### src/rtl/clk_post_divider_pkg.sv
package clk_post_divider_pkg;

  localparam int CNT_W = 3;

  typedef enum logic [1:0] {
    RATIO_D2 = 2'b00,
    RATIO_D4 = 2'b01,
    RATIO_D8 = 2'b10,
    RATIO_D1 = 2'b11
  } ratio_e;

  // counter bit that carries the divided waveform for a ratio
  function automatic int tap_idx(input ratio_e r);
    case (r)
      RATIO_D2: tap_idx = 0;
      RATIO_D4: tap_idx = 1;
      RATIO_D8: tap_idx = 2;
      default:  tap_idx = 0;
    endcase
  endfunction

  // low counter bits that are all ones in the last cycle of a period
  function automatic logic [CNT_W-1:0] lsb_mask(input ratio_e r);
    lsb_mask = CNT_W'((32'd1 << (tap_idx(r) + 1)) - 32'd1);
  endfunction

  // half-period in input cycles, zero for the pass-through ratio
  function automatic int half_cycles(input ratio_e r);
    half_cycles = (r == RATIO_D1) ? 0 : (1 << tap_idx(r));
  endfunction

endpackage

### src/rtl/clk_post_divider_en_sync.sv
module clk_post_divider_en_sync #(
  parameter int STAGES = 2
) (
  input  logic clk,
  input  logic rst_n,
  input  logic en_async,
  output logic en_sync
);

  logic [STAGES-1:0] chain_q;

  generate
    for (genvar i = 0; i < STAGES; i++) begin : g_stage
      if (i == 0) begin : g_first
        always_ff @(posedge clk or negedge rst_n) begin
          if (!rst_n) chain_q[i] <= 1'b0;
          else        chain_q[i] <= en_async;
        end
      end else begin : g_next
        always_ff @(posedge clk or negedge rst_n) begin
          if (!rst_n) chain_q[i] <= 1'b0;
          else        chain_q[i] <= chain_q[i-1];
        end
      end
    end
  endgenerate

  assign en_sync = chain_q[STAGES-1];

endmodule

### src/rtl/clk_post_divider_phase.sv
module clk_post_divider_phase
  import clk_post_divider_pkg::*;
(
  input  logic       clk,
  input  logic       rst_n,
  input  logic [1:0] ratio_sel,
  input  logic       en_sync,
  output ratio_e     ratio_q,
  output logic       run_q,
  output logic       div_q
);

  logic [CNT_W-1:0] cnt_q, cnt_d;
  ratio_e           ratio_d;
  logic             run_d;
  logic             div_d;
  logic             at_edge;
  logic [CNT_W-1:0] mask;

  always_comb begin
    mask    = lsb_mask(ratio_q);
    // phase boundary: the cycle in which the divided output falls
    at_edge = (ratio_q == RATIO_D1) || ((cnt_q & mask) == mask);
    ratio_d = at_edge ? ratio_e'(ratio_sel) : ratio_q;
    run_d   = at_edge ? en_sync : run_q;
    cnt_d   = at_edge ? '0 : cnt_q + 1'b1;
    div_d   = run_d && (ratio_d != RATIO_D1) && cnt_d[tap_idx(ratio_d)];
  end

  always_ff @(posedge clk or negedge rst_n) begin
    if (!rst_n) begin
      cnt_q   <= '0;
      ratio_q <= RATIO_D2;
      run_q   <= 1'b0;
      div_q   <= 1'b0;
    end else begin
      cnt_q   <= cnt_d;
      ratio_q <= ratio_d;
      run_q   <= run_d;
      div_q   <= div_d;
    end
  end

endmodule

### src/rtl/clk_post_divider_out.sv
module clk_post_divider_out
  import clk_post_divider_pkg::*;
(
  input  logic   clk,
  input  logic   rst_n,
  input  ratio_e ratio_q,
  input  logic   run_q,
  input  logic   div_q,
  output logic   gate_q,
  output logic   out_p,
  output logic   out_n
);

  // pass-through gate changes only while the input clock is low
  always_ff @(negedge clk or negedge rst_n) begin
    if (!rst_n) gate_q <= 1'b0;
    else        gate_q <= run_q && (ratio_q == RATIO_D1);
  end

  assign out_p = div_q | (clk & gate_q);
  assign out_n = ~out_p;

endmodule

### src/rtl/clk_post_divider.sv
module clk_post_divider
  import clk_post_divider_pkg::*;
#(
  parameter int SYNC_STAGES = 2
) (
  input  logic       clk_vco,
  input  logic       rst_n,
  input  logic [1:0] ratio_sel,
  input  logic       out_en,
  output logic       clk_out_p,
  output logic       clk_out_n
);

  logic   en_sync;
  ratio_e ratio_q;
  logic   run_q;
  logic   div_q;
  logic   gate_q;

  clk_post_divider_en_sync #(.STAGES(SYNC_STAGES)) u_sync (
    .clk      (clk_vco),
    .rst_n    (rst_n),
    .en_async (out_en),
    .en_sync  (en_sync)
  );

  clk_post_divider_phase u_phase (
    .clk       (clk_vco),
    .rst_n     (rst_n),
    .ratio_sel (ratio_sel),
    .en_sync   (en_sync),
    .ratio_q   (ratio_q),
    .run_q     (run_q),
    .div_q     (div_q)
  );

  clk_post_divider_out u_out (
    .clk     (clk_vco),
    .rst_n   (rst_n),
    .ratio_q (ratio_q),
    .run_q   (run_q),
    .div_q   (div_q),
    .gate_q  (gate_q),
    .out_p   (clk_out_p),
    .out_n   (clk_out_n)
  );

endmodule

### config.mk
export PLATFORM = sky130hd
export DESIGN_NAME = clk_post_divider
export DESIGN_NICKNAME = d
export VERILOG_FILES = /design/src/rtl/clk_post_divider_pkg.sv /design/src/rtl/clk_post_divider_en_sync.sv /design/src/rtl/clk_post_divider_phase.sv /design/src/rtl/clk_post_divider_out.sv /design/src/rtl/clk_post_divider.sv
export SDC_FILE = /design/constraint.sdc
export NUM_CORES = 1
export LEC_CHECK = 0
export CAP_MARGIN = 40
export CELL_PAD_IN_SITES_DETAIL_PLACEMENT = 0
export CELL_PAD_IN_SITES_GLOBAL_PLACEMENT = 1
export CORE_AREA = 2 2 39 41
export CTS_BUF_LIST = sky130_fd_sc_hd__clkbuf_16
export DETAILED_ROUTE_END_ITERATION = 8
export DIE_AREA = 0 0 41 43
export GPL_ROUTABILITY_DRIVEN = 1
export GPL_TIMING_DRIVEN = 0
export PLACE_DENSITY = 0.61
export SETUP_SLACK_MARGIN = 0.1
export SYNTH_ARGS = -nofsm -noshare
export SYNTH_HDL_FRONTEND = slang
export SYNTH_SLANG_ARGS = --single-unit
### constraint.sdc
create_clock -name clk_vco -period 2.13 [get_ports clk_vco]
set_clock_uncertainty 0.1 [all_clocks]
set_input_delay 0.5325 -clock clk_vco [delete_from_list [all_inputs] [get_ports clk_vco]]
set_output_delay 0.5325 -clock clk_vco [all_outputs]
set_load 0.005 [all_outputs]
# Word-level counts from Yosys, hierarchy flattened

Index checks and enable logic that the tools add are counted.

Register bits after elaboration: 10
Bits of input ports: 5
Output and inout port bits: 2

Add/subtract/negate cells: 3
Magnitude comparators: 1
Equality and inequality tests: 7
Shifts and indexed selects: 1
Mux-type cells: 8
Bitwise logic cells: 4
Reduce and logical (&&, ||, !) cells: 4

Operators with widths:

| operator             | number |
|---|---|
| $shl 1x32->3 const A | 1 |
| $pmux 2 s2           | 2 |
| $eq 2x2->1 const B   | 3 |
| $eq 2x1->1 const B   | 2 |
| $add 2x1->3 const B  | 1 |
| $add 3x1->3 const B  | 1 |
| $and 3x3->3          | 1 |
| $eq 3x3->1           | 1 |
| $logic_and 1x1->1    | 3 |
| $lt 2x3->1 const B   | 1 |
| $mux 1               | 3 |
| $mux 3               | 1 |
| $sub 3x1->3 const B  | 1 |
| $bmux 1 s2           | 1 |
| $mux 2               | 1 |
| $ne 2x2->1 const B   | 1 |
| $and 1x1->1          | 1 |
| $logic_or 1x1->1     | 1 |
| $not 1->1            | 1 |
| $or 1x1->1           | 1 |

# Depth between registers and ports, before layout

Depth after elaboration: 15
Mapped depth: 5
Depth with buffers taken out: 5

# By module

A second synthesis with hierarchy kept.

Cell total of the unflattened synthesis: 32
Area, all modules: 432.9 µm²

Modules (own cells, without submodules):

| module                   | instances | cells each | area an instance (µm²) | sequential area each (µm²) |
|---|---|---|---|---|
| clk_post_divider_phase   | 1         | 26         | 339.1                  | 175.2 |
| clk_post_divider_en_sync | 1         | 2          | 50.0                   | 50.0 |
| clk_post_divider_out     | 1         | 4          | 43.8                   | 25.0 |

==> impl_summary.log <==
INFO  metric gp_congestion = about 0.78
INFO  metric final_report_setup_violation_count = 2
INFO  metric fin_tns_setup = -1.48 ns
INFO  metric area_growth = 84.9%
INFO  metric leakage = ~0.00038 µW
INFO  metric critical-path-slowest-cell = sky130_fd_sc_hd__dfrtn_1
INFO  metric synth.top_cells.by_area = sky130_fd_sc_hd__dfrtp_1 (52%), sky130_fd_sc_hd__ha_1 (8.7%), sky130_fd_sc_hd__mux2_2 (7.8%)
INFO  metric cp_common_cell = sky130_fd_sc_hd__buf_6
INFO  metric drt_pass1_iterations = 4
INFO  metric synth_top_cells_by_count = sky130_fd_sc_hd__dfrtp_1 (9), sky130_fd_sc_hd__ha_1 (3), sky130_fd_sc_hd__inv_1 (3), sky130_fd_sc_hd__mux2_2 (3)
INFO  metric slew_headroom = 71.3%
INFO  metric max_stage_delay = 0.39 ns
INFO  metric layout.nets = 61
INFO  metric hold_violations = 0
INFO  metric avgRoutedWirePerCell = 15.1 µm
INFO  metric layout_setup_ws = -0.765 ns
INFO  metric postSynthCellCount = 32
INFO  metric power-per-cell-area = about 2100 nW/µm²
INFO  metric drcViolationCount = 0
INFO  metric drt-vias-per-instance = around 4.8
INFO  metric outcome = finished with violations
INFO  metric synth-async-reset-ratio = 100%
INFO  metric critPathLaunchType = flop
INFO  metric syn_area = 432 µm²
INFO  metric ys_ff_latch = 10
INFO  metric number_of_slew_limit_violations_in_the_final_report = 0
INFO  metric most_frequent_cell_after_synthesis = sky130_fd_sc_hd__dfrtp_1
INFO  metric worst_hold_path_type = reg2reg
INFO  metric postLayoutCellArea = approximately 800 µm²
INFO  metric placement.setup.worst_slack = -0.553 ns
INFO  metric syn_area_per_cell = between 10 and 15 µm²
INFO  metric fin_util = between 50 and 60%
INFO  metric grt_setup_unrepaired = true
INFO  metric cp.required = 1.50 ns
INFO  metric maxCapViolations = 0
INFO  metric synth_top_area_share = around 52%
INFO  metric drive_gt1_share = 44.2%
INFO  metric synth.largest_area_cell = sky130_fd_sc_hd__dfrtp_1
INFO  metric ant_nets = 0
INFO  metric capturing_element_type_of_the_critical_path = primary output
INFO  metric synthFlopType = sky130_fd_sc_hd__dfrtp_1
INFO  metric overflow = 0
INFO  metric ioPinCount = 7
INFO  metric placeableCoreArea = around 1400 µm²
INFO  metric path_clk_slew = around 0.04 ns
INFO  metric via_count = about 330
INFO  metric post_dp_cell_area = around 520 µm²
INFO  metric routed_wirelength = a little over 1000 µm
INFO  metric dr.first_iter.drc_count = 2
INFO  metric die_x = between 40 and 50 µm
INFO  metric first_pass_grt_wire_length = around 1700 µm
INFO  metric sequential_element_share_of_the_synthesized_area = around 58%
INFO  metric worst_path_top_cell_family_by_delay = flip-flops
INFO  metric via_count_of_the_first_global_routing_pass = ~440
INFO  metric gr-usage-all-layers = between 15 and 20%
INFO  metric cp_data_arrival_time = 2.26 ns
INFO  metric yosysWarnings = 0
INFO  metric cp_cell_sequence = a21o_1, buf_6, inv_4, buf_6
INFO  metric worst_skew_pair.late_latency = 0.35 ns
INFO  metric synth_cell_type_count = 16
INFO  metric postSynthNetCount = 40
INFO  metric tritoncts = built
INFO  metric io_buffer_count = 6
INFO  metric total_inserted_antenna_cells = 0
INFO  metric dieHeight = approximately 43 µm
INFO  metric timing.critical_path.buf_inv = 3
INFO  metric grt_max_degree = 11
INFO  metric worst-path-max-fanout = 2
INFO  metric initial_core_util = about 31%
INFO  metric failed_checks = negative setup slack
INFO  metric synth-edff-count = 0
INFO  metric number_of_antenna_violations_at_the_first_check_in_global_routing = 0
INFO  metric worst-setup-path-type = reg2out
INFO  metric site_rows = 14
INFO  metric floorplan.die_area = around 1800 µm²
INFO  metric worst_slew_pin_slew = about 0.43 ns
INFO  metric power.ir.vdd_worst = ~910 µV
## registers in the layout, summed over array words and instances, names as in the netlist
name / count
u_out.gate_q: 1
u_phase.cnt_q: 3
u_phase.div_q: 1
u_phase.ratio_q: 2
u_phase.run_q: 1
u_sync.chain_q: 1
u_sync.en_sync: 1
## routing by layer
layer  vias to the layer above  track usage [%]  part of all wire [%]
met2                        13             22.8                    54
li1                        148                -                     -
met1                       156             11.9                    33
met5                         -                0                     0
met3                         9             16.8                   4.6
met4                         0             34.0                   8.7
## metrics by stage
step / instances / total power [µW] / hold WS (ns)
after global placement: 54 / 661 / 0.242
after detailed placement: 54 / 675 / 0.245
after floorplan: 32 / 574 / 0.137
after CTS: 68 / 1710 / 0.263
after global routing: 68 / 1770 / 0.277
final: 68 / 1680 / 0.255
## final cells by class
class	count	area, µm²
Sequential cell	10	253
Tap cell	16	20.0
Inverter	2	7.51
Timing Repair Buffer	6	55.1
Fill cell	109	586
Clock buffer	13	270
Clock inverter	2	10.0
Multi-Input combinational cell	19	183
## path summary, 6_finish.rpt
path,to,startpoint,cells past startpoint,slack (ns)
worst max register to register,u_out.gate_q,u_phase.ratio_q[0],2,0.14
worst max-delay path,clk_out_n,u_out.gate_q,4,-0.76
min in group asynchronous,u_phase.div_q,rst_n,1,0.39
max in group asynchronous,u_out.gate_q,rst_n,1,0.31
worst min-delay path,u_sync.en_sync,u_sync.chain_q[0],0,0.25
worst min register to register,u_sync.en_sync,u_sync.chain_q[0],0,0.25
## report_power, final
group	internal, µW	leakage, µW	switching (µW)
clock network	794	0.000149	215
registers	264	0.000122	51.9
logic	197	0.000112	162
## what timing repair did
| action | CTS | global route |
|---|---|---|
| hold buffers | 0 | 0 |
| setup buffers | 4 | 0 |
| pin swaps | 1 | 1 |
| setup endpoints to repair | 3 | 2 |
| gates resized for setup | 16 | 0 |
## cell families (layout without fill, tap and decap cells)
logic type | after synthesis | after routing | synth area share [%]
simple gates | 7 | 7 | 9.57
fa+ha+maj | 3 | 3 | 8.70
mux | 3 | 3 | 7.83
compound gates | 5 | 5 | 11.3
buf+inv | 3 | 23 | 2.61
flops | 10 | 10 | 58.0
xor+xnor | 1 | 1 | 2.03
## placed cells by master (no fill, tap or decap), drive strengths merged
| master | n |
|---|---|
| and2 | 2 |
| a211oi | 1 |
| inv | 3 |
| dfrtp | 9 |
| nor2b | 2 |
| a21oi | 1 |
| clkbuf | 9 |
| clkinv | 1 |
| dfrtn | 1 |
| a21o | 1 |
| and3 | 1 |
| o211a | 1 |
| o21a | 1 |
| ha | 3 |
| mux2 | 3 |
| nand2b | 1 |
| xnor2 | 1 |
| clkdlybuf4s50 | 4 |
| buf | 6 |
| nor2 | 1 |
(Power assumes the default switching activity.)
